## src/rtl/task_sel_pkg.sv

```systemverilog
package task_sel_pkg;
  typedef enum logic [1:0] {
    POL_FIFO = 2'd0,
    POL_PRIO = 2'd1,
    POL_FAIR = 2'd2,
    POL_ALT  = 2'd3
  } pol_e;
endpackage

```

## src/rtl/task_slots.sv

```systemverilog
module task_slots #(
  parameter int N_SLOTS = 8,
  parameter int PRIO_W  = 4,
  parameter int REF_W   = 16,
  parameter int TS_W    = 8,
  localparam int IDX_W  = $clog2(N_SLOTS)
) (
  input  logic                             clk_i,
  input  logic                             rst_ni,
  input  logic                             wr_en_i,
  input  logic                             wr_add_i,
  input  logic [IDX_W-1:0]                 wr_slot_i,
  input  logic [PRIO_W-1:0]                wr_prio_i,
  input  logic [REF_W-1:0]                 wr_ref_i,
  input  logic                             pop_i,
  input  logic [IDX_W-1:0]                 pop_slot_i,
  output logic [N_SLOTS-1:0]               vld_o,
  output logic [N_SLOTS-1:0][PRIO_W-1:0]   prio_o,
  output logic [N_SLOTS-1:0][REF_W-1:0]    ref_o,
  output logic [N_SLOTS-1:0][TS_W-1:0]     ts_o
);
  logic [TS_W-1:0] stamp_q;

  always_ff @(posedge clk_i or negedge rst_ni) begin
    if (!rst_ni) begin
      vld_o   <= '0;
      prio_o  <= '0;
      ref_o   <= '0;
      ts_o    <= '0;
      stamp_q <= '0;
    end else begin
      if (pop_i) vld_o[pop_slot_i] <= 1'b0;
      // write issued after pop so a colliding registration survives
      if (wr_en_i) begin
        if (wr_add_i) begin
          vld_o[wr_slot_i]  <= 1'b1;
          prio_o[wr_slot_i] <= wr_prio_i;
          ref_o[wr_slot_i]  <= wr_ref_i;
          ts_o[wr_slot_i]   <= stamp_q;
          stamp_q           <= stamp_q + 1'b1;
        end else begin
          vld_o[wr_slot_i] <= 1'b0;
        end
      end
    end
  end
endmodule

```

## src/rtl/sched_node.sv

```systemverilog
module sched_node import task_sel_pkg::*; #(
  parameter int N_CH   = 3,
  parameter int PRIO_W = 4,
  parameter int TS_W   = 8,
  parameter int IDX_W  = 3,
  localparam int PTR_W = (N_CH > 1) ? $clog2(N_CH) : 1
) (
  input  logic [N_CH-1:0]             ch_vld_i,
  input  logic [N_CH-1:0][PRIO_W-1:0] ch_prio_i,
  input  logic [N_CH-1:0][TS_W-1:0]   ch_ts_i,
  input  logic [N_CH-1:0][IDX_W-1:0]  ch_leaf_i,
  input  logic [1:0]                  pol_i,
  input  logic [PTR_W-1:0]            ptr_i,
  output logic                        win_vld_o,
  output logic [PTR_W-1:0]            win_ch_o,
  output logic [IDX_W-1:0]            win_leaf_o
);
  // wrap-aware age compare: a arrived before b
  function automatic logic older(input logic [TS_W-1:0] a, input logic [TS_W-1:0] b);
    logic [TS_W-1:0] d;
    d = a - b;
    return d[TS_W-1];
  endfunction

  logic [PTR_W-1:0]  sel;
  logic              found;
  logic [PRIO_W-1:0] best_prio;
  logic [TS_W-1:0]   best_ts;

  always_comb begin
    sel       = '0;
    found     = 1'b0;
    best_prio = '0;
    best_ts   = '0;
    case (pol_e'(pol_i))
      POL_PRIO: begin
        for (int i = 0; i < N_CH; i++) begin
          if (ch_vld_i[i] && (!found || ch_prio_i[i] > best_prio)) begin
            sel       = PTR_W'(i);
            found     = 1'b1;
            best_prio = ch_prio_i[i];
          end
        end
      end
      POL_FAIR: begin
        for (int k = 0; k < N_CH; k++) begin
          int idx;
          idx = int'(ptr_i) + k;
          if (idx >= N_CH) idx = idx - N_CH;
          if (!found && ch_vld_i[idx]) begin
            sel   = PTR_W'(idx);
            found = 1'b1;
          end
        end
      end
      default: begin
        for (int i = 0; i < N_CH; i++) begin
          if (ch_vld_i[i] && (!found || older(ch_ts_i[i], best_ts))) begin
            sel     = PTR_W'(i);
            found   = 1'b1;
            best_ts = ch_ts_i[i];
          end
        end
      end
    endcase
  end

  assign win_vld_o  = |ch_vld_i;
  assign win_ch_o   = sel;
  assign win_leaf_o = ch_leaf_i[sel];
endmodule

```

## src/rtl/task_selector.sv

```systemverilog
module task_selector import task_sel_pkg::*; #(
  parameter int N_GRP    = 2,
  parameter int GRP_SZ   = 3,
  parameter int N_DIRECT = 2,
  parameter int PRIO_W   = 4,
  parameter int REF_W    = 16,
  parameter int TS_W     = 8,
  localparam int N_SLOTS = N_GRP * GRP_SZ + N_DIRECT,
  localparam int IDX_W   = $clog2(N_SLOTS)
) (
  input  logic                  clk_i,
  input  logic                  rst_ni,
  input  logic [N_GRP-1:0][1:0] pol_grp_i,
  input  logic [1:0]            pol_root_i,
  input  logic                  wr_en_i,
  input  logic                  wr_add_i,
  input  logic [IDX_W-1:0]      wr_slot_i,
  input  logic [PRIO_W-1:0]     wr_prio_i,
  input  logic [REF_W-1:0]      wr_ref_i,
  input  logic                  req_i,
  input  logic                  ack_i,
  output logic                  win_vld_o,
  output logic [IDX_W-1:0]      win_idx_o,
  output logic [REF_W-1:0]      win_ref_o,
  output logic                  empty_o
);
  localparam int N_ROOT = N_GRP + N_DIRECT;
  localparam int GP_W   = (GRP_SZ > 1) ? $clog2(GRP_SZ) : 1;
  localparam int RP_W   = (N_ROOT > 1) ? $clog2(N_ROOT) : 1;

  logic [N_SLOTS-1:0]             s_vld;
  logic [N_SLOTS-1:0][PRIO_W-1:0] s_prio;
  logic [N_SLOTS-1:0][REF_W-1:0]  s_ref;
  logic [N_SLOTS-1:0][TS_W-1:0]   s_ts;

  logic [N_GRP-1:0]             g_vld;
  logic [N_GRP-1:0][GP_W-1:0]   g_ch;
  logic [N_GRP-1:0][IDX_W-1:0]  g_leaf;
  logic [N_GRP-1:0][GP_W-1:0]   ptr_g_q;

  logic [N_ROOT-1:0]             r_vld;
  logic [N_ROOT-1:0][PRIO_W-1:0] r_prio;
  logic [N_ROOT-1:0][TS_W-1:0]   r_ts;
  logic [N_ROOT-1:0][IDX_W-1:0]  r_leaf;
  logic                          root_vld;
  logic [RP_W-1:0]               root_ch;
  logic [IDX_W-1:0]              root_leaf;
  logic [RP_W-1:0]               ptr_r_q;
  logic                          take;

  assign take = req_i & ack_i & root_vld;

  task_slots #(
    .N_SLOTS(N_SLOTS), .PRIO_W(PRIO_W), .REF_W(REF_W), .TS_W(TS_W)
  ) u_slots (
    .clk_i      (clk_i),
    .rst_ni     (rst_ni),
    .wr_en_i    (wr_en_i),
    .wr_add_i   (wr_add_i),
    .wr_slot_i  (wr_slot_i),
    .wr_prio_i  (wr_prio_i),
    .wr_ref_i   (wr_ref_i),
    .pop_i      (take),
    .pop_slot_i (root_leaf),
    .vld_o      (s_vld),
    .prio_o     (s_prio),
    .ref_o      (s_ref),
    .ts_o       (s_ts)
  );

  for (genvar g = 0; g < N_GRP; g++) begin : gen_grp
    logic [GRP_SZ-1:0][IDX_W-1:0] leaf_ids;
    for (genvar j = 0; j < GRP_SZ; j++) begin : gen_id
      assign leaf_ids[j] = IDX_W'(g * GRP_SZ + j);
    end

    sched_node #(
      .N_CH(GRP_SZ), .PRIO_W(PRIO_W), .TS_W(TS_W), .IDX_W(IDX_W)
    ) u_node (
      .ch_vld_i   (s_vld[g*GRP_SZ +: GRP_SZ]),
      .ch_prio_i  (s_prio[g*GRP_SZ +: GRP_SZ]),
      .ch_ts_i    (s_ts[g*GRP_SZ +: GRP_SZ]),
      .ch_leaf_i  (leaf_ids),
      .pol_i      (pol_grp_i[g]),
      .ptr_i      (ptr_g_q[g]),
      .win_vld_o  (g_vld[g]),
      .win_ch_o   (g_ch[g]),
      .win_leaf_o (g_leaf[g])
    );

    // group winner enters the root with its own attributes
    assign r_vld[g]  = g_vld[g];
    assign r_prio[g] = s_prio[g_leaf[g]];
    assign r_ts[g]   = s_ts[g_leaf[g]];
    assign r_leaf[g] = g_leaf[g];
  end

  for (genvar d = 0; d < N_DIRECT; d++) begin : gen_direct
    assign r_vld[N_GRP+d]  = s_vld[N_GRP*GRP_SZ+d];
    assign r_prio[N_GRP+d] = s_prio[N_GRP*GRP_SZ+d];
    assign r_ts[N_GRP+d]   = s_ts[N_GRP*GRP_SZ+d];
    assign r_leaf[N_GRP+d] = IDX_W'(N_GRP*GRP_SZ+d);
  end

  sched_node #(
    .N_CH(N_ROOT), .PRIO_W(PRIO_W), .TS_W(TS_W), .IDX_W(IDX_W)
  ) u_root (
    .ch_vld_i   (r_vld),
    .ch_prio_i  (r_prio),
    .ch_ts_i    (r_ts),
    .ch_leaf_i  (r_leaf),
    .pol_i      (pol_root_i),
    .ptr_i      (ptr_r_q),
    .win_vld_o  (root_vld),
    .win_ch_o   (root_ch),
    .win_leaf_o (root_leaf)
  );

  always_ff @(posedge clk_i or negedge rst_ni) begin
    if (!rst_ni) begin
      ptr_r_q <= '0;
      ptr_g_q <= '0;
    end else if (take) begin
      ptr_r_q <= (root_ch == RP_W'(N_ROOT-1)) ? '0 : root_ch + 1'b1;
      for (int g = 0; g < N_GRP; g++) begin
        if (root_ch == RP_W'(g))
          ptr_g_q[g] <= (g_ch[g] == GP_W'(GRP_SZ-1)) ? '0 : g_ch[g] + 1'b1;
      end
    end
  end

  assign win_vld_o = req_i & root_vld;
  assign win_idx_o = root_leaf;
  assign win_ref_o = s_ref[root_leaf];
  assign empty_o   = ~root_vld;
endmodule

```

## config.mk

```make
export PLATFORM = sky130hd
export DESIGN_NAME = task_selector
export DESIGN_NICKNAME = d
export VERILOG_FILES = /design/src/rtl/task_sel_pkg.sv /design/src/rtl/task_slots.sv /design/src/rtl/sched_node.sv /design/src/rtl/task_selector.sv
export SDC_FILE = /design/constraint.sdc
export NUM_CORES = 1
export LEC_CHECK = 0
export ABC_AREA = 0
export BUFFER_PORTS_ARGS = -buffer_cell sky130_fd_sc_hd__buf_2
export CORE_AREA = 2 2 168 170
export DETAILED_ROUTE_END_ITERATION = 10
export DIE_AREA = 0 0 170 172
export GPL_ROUTABILITY_DRIVEN = 0
export GPL_TIMING_DRIVEN = 0
export PLACE_DENSITY = 0.74
export SLEW_MARGIN = 40
export SYNTH_ARGS = -nofsm -noshare
export SYNTH_HDL_FRONTEND = slang
export SYNTH_SLANG_ARGS = --single-unit
export TNS_END_PERCENT = 10
```

## constraint.sdc

```tcl
create_clock -name clk_i -period 15.5 [get_ports clk_i]
set_input_delay 0.775 -clock clk_i [delete_from_list [all_inputs] [get_ports clk_i]]
set_output_delay 0.775 -clock clk_i [all_outputs]
set_load 0.05 [all_outputs]
```

==> summary.txt <==
Clock tree
  – Clock buffer depth: 3
  – CTS buffer count: 27
  – Clock Sinks: 246
  – Clock transition at path regs: 0.06 ns
  – CTS tree: done
  – Clock insertion delay at the later pin of the skew report: 0.56 ns
  – CTS root buffer: clkbuf_16
  – CTS H-tree lvls: 1

Detailed routing
  – Total number of vias: 12100
  – Drt initial violations: 1039
  – DR pass1 iterations: 8
  – DR DRC count: 0
  – Post-route ant nets: 0
  – Via/cell ratio: 6.35
  – Wirelength per Cell: 22.1 um
  – Overall routed net length: 42100 um

Setup path
  – CP endpoint kind: output port
  – Flop2flop setup slack: 1.85 ns
  – Top delay family on crit path: compound AO/OA/AOI/OAI gates
  – CP peak stage delay: 0.58 ns
  – Buf/Inv on CP: 13
  – RR Startpoint: u_slots.vld_o[3]
  – Reg-to-reg endpoint: u_slots.vld_o[0]
  – Worst path required time: 14.73 ns
  – CP arrival: 14.33 ns
  – Slowest CP cell: o41ai_2
  – Crit start category: register
  – Worst setup path class: reg2out
  – Reg2reg path depth: 61
  – CP max FO: 10

GRT
  – Pin count of the biggest net entering global routing: 77
  – Congestion Overflow GR: 0
  – Total GRT Usage: 28.8%
  – Vias in the first global route: 12000
  – Initial antenna violation count: 3
  – Wire length of the first global-routing pass: 65400 um

Final layout
  – Net count, final: 1659
  – Layout cells sized above 1: 27.7%
  – Util after Layout: 62.7%
  – Layout area overhead: 15.4%

STA
  – Period utilisation layout: 97.4%
  – Final Hold Vio Count: 0
  – Max-slew violation count: 0
  – Worst Tran Pin Value: 0.883 ns
  – Setup TNS Final: 0 ns
  – Top achievable clock speed: 0.0662 GHz
  – Final clock skew: 0.0104 ns
  – Final Setup Violations: 0
  – Relative slew slack: 41.1%
  – Final min period: 15.10 ns
  – Final WS setup: 0.399 ns
  – Final Hold Slack: 0.196 ns

Die
  – Core ar.: 27500 um2
  – Die Area: 29200 um2
  – Initial cell density of the core: 54.3%
  – Die width: 170 um
  – Die height: 172 um
  – I/O Pins: 56
  – Row cnt: 61

Synth
  – Synthesized Nets: 1554
  – Synth warn: 0
  – Syn Std Cell Area: 14900 um2
  – Number of synthesized flops with an enable pin: 0
  – Synth Instances: 1434
  – Post-synth cell types: 83
  – Ys async rst share: 100%
  – Register area share after synthesis: 41.2%
  – Ys flop type: dfrtp_1
  – Mean Syn Cell Area: 10.4 um2
  – Synth Register Bits: 246

Place
  – Number of I/O port buffers: 55
  – Setup WS pre-CTS: -2.29 ns
  – HPWL after detailed placement: 29700 um

Status
  – Outcome: finished clean

Job
  – Max_cap viols: 0

Hold path
  – Worst hold path type: in2async
## per-layer routing
metal  vias to the layer above  routed length (um)  GRT usage, %
li1                       5455                   -             -
met1                      5925               17100          37.8
met2                       589               19700          47.5
met3                       124                3720          5.24
met4                         4                1530          11.6
met5                         -                  27             0
## flip-flops by register name, indices dropped and copies added, names as in the netlist
name and flops:
u_slots.ts_o 64, ptr_g_q 4, u_slots.vld_o 8, u_slots.stamp_q 8, u_slots.ref_o 128, u_slots.prio_o 32, ptr_r_q 2
## through the flow
| stage | instance area, um2 | std cells |
|---|---|---|
| after floorplan | 14900 | 1434 |
| after global placement | 15600 | 1835 |
| after detailed placement | 15800 | 1839 |
| after CTS | 17000 | 1890 |
| after global routing | 17200 | 1905 |
| final | 17200 | 1906 |
## worst max path at each step
stage | cells after the start | slack [ns] | end | from
CTS | 63 | 0.0009 | win_ref_o[9] | u_slots.vld_o[3]
finish | 63 | 0.40 | win_ref_o[5] | u_slots.vld_o[3]
floorplan | 63 | 0.64 | win_ref_o[2] | u_slots.vld_o[3]
detailed placement | 63 | -2.29 | win_ref_o[13] | u_slots.vld_o[3]
global placement | 62 | -2.17 | win_ref_o[13] | u_slots.vld_o[3]
global route | 64 | -0.19 | win_ref_o[5] | u_slots.vld_o[3]
## layout by cell type (no fill, tap or decap), drive strengths merged, types with 15 or more instances in the layout
cell	n
mux2	207
dfrtp	246
nor3	45
nand3	15
nor2	81
nand2	112
clkbuf	82
o2bb2ai	16
a211o	22
inv	74
ha	85
nor2b	16
buf	101
mux2i	52
o21ai	92
a211oi	24
a21oi	78
## Yosys cell counts, drive strengths merged (7+ instances only)
| cell | instances | share of area [%] |
|---|---|---|
| dfrtp | 246 | 41 |
| mux2 | 207 | 16 |
| nand2 | 112 | 2.8 |
| o21ai | 92 | 3.1 |
| ha | 85 | 7.1 |
| nor2 | 81 | 2.0 |
| a21oi | 78 | 2.7 |
| inv | 74 | 1.9 |
| mux2i | 52 | 3.5 |
| clkbuf | 50 | 1.3 |
| nor3 | 45 | 1.5 |
| a211oi | 24 | 1.2 |
| buf | 24 | 0.79 |
| a211o | 22 | 1.3 |
| nor2b | 16 | 0.67 |
| o2bb2ai | 16 | 0.94 |
| nand3 | 15 | 0.50 |
| nand4 | 14 | 0.59 |
| or2 | 14 | 0.59 |
| a21o | 12 | 0.60 |
| nand2b | 12 | 0.50 |
| mux4 | 11 | 1.7 |
| xnor2 | 11 | 0.70 |
| a222oi | 9 | 0.60 |
| a31oi | 9 | 0.52 |
| and2 | 8 | 0.34 |
| o21a | 8 | 0.40 |
| o31ai | 7 | 0.48 |
## worst reg2reg max path, delay by kind of cell, from the launching register on
kind                     cells  cell delay (ns)
adder cells (fa/ha/maj)      6             1.76
XOR/XNOR                     2             0.38
AND/OR/NAND/NOR             16             2.01
buffers and inverters       11             2.15
AO/OA/AOI/OAI               24             5.87
multiplexers                 2             0.87
flip-flops                   1             0.44
## repair_timing
action | CTS | global route
pin swaps | 3 | 3
gates cloned | 0 | 0
hold buffers | 0 | 0
setup endpoints to repair | 33 | 19
buffers inserted | 3 | 14
gates resized for setup | 57 | 40
## cell families after synthesis
logic type      share of synthesized area, %
buf+inv                                 3.91
xor+xnor                                1.11
mux                                     20.8
compound gates                          14.5
flops                                   41.2
simple gates                            11.3
fa+ha+maj                               7.19
## final cells by class
| type | instances | area, um2 |
|---|---|---|
| fill | 2178 | 10200 |
| multi-input combinational | 1040 | 8380 |
| sequential | 246 | 6160 |
| clock buffer | 33 | 748 |
| timing repair buffer | 77 | 592 |
| tap | 346 | 433 |
| buffer | 73 | 372 |
| inverter | 74 | 282 |
| clock inverter | 16 | 263 |
| antenna | 1 | 2.50 |
Power is left out: the tool's default activity adds up to more than one toggle a clock period on the data nets, which glitch-free logic cannot reach.
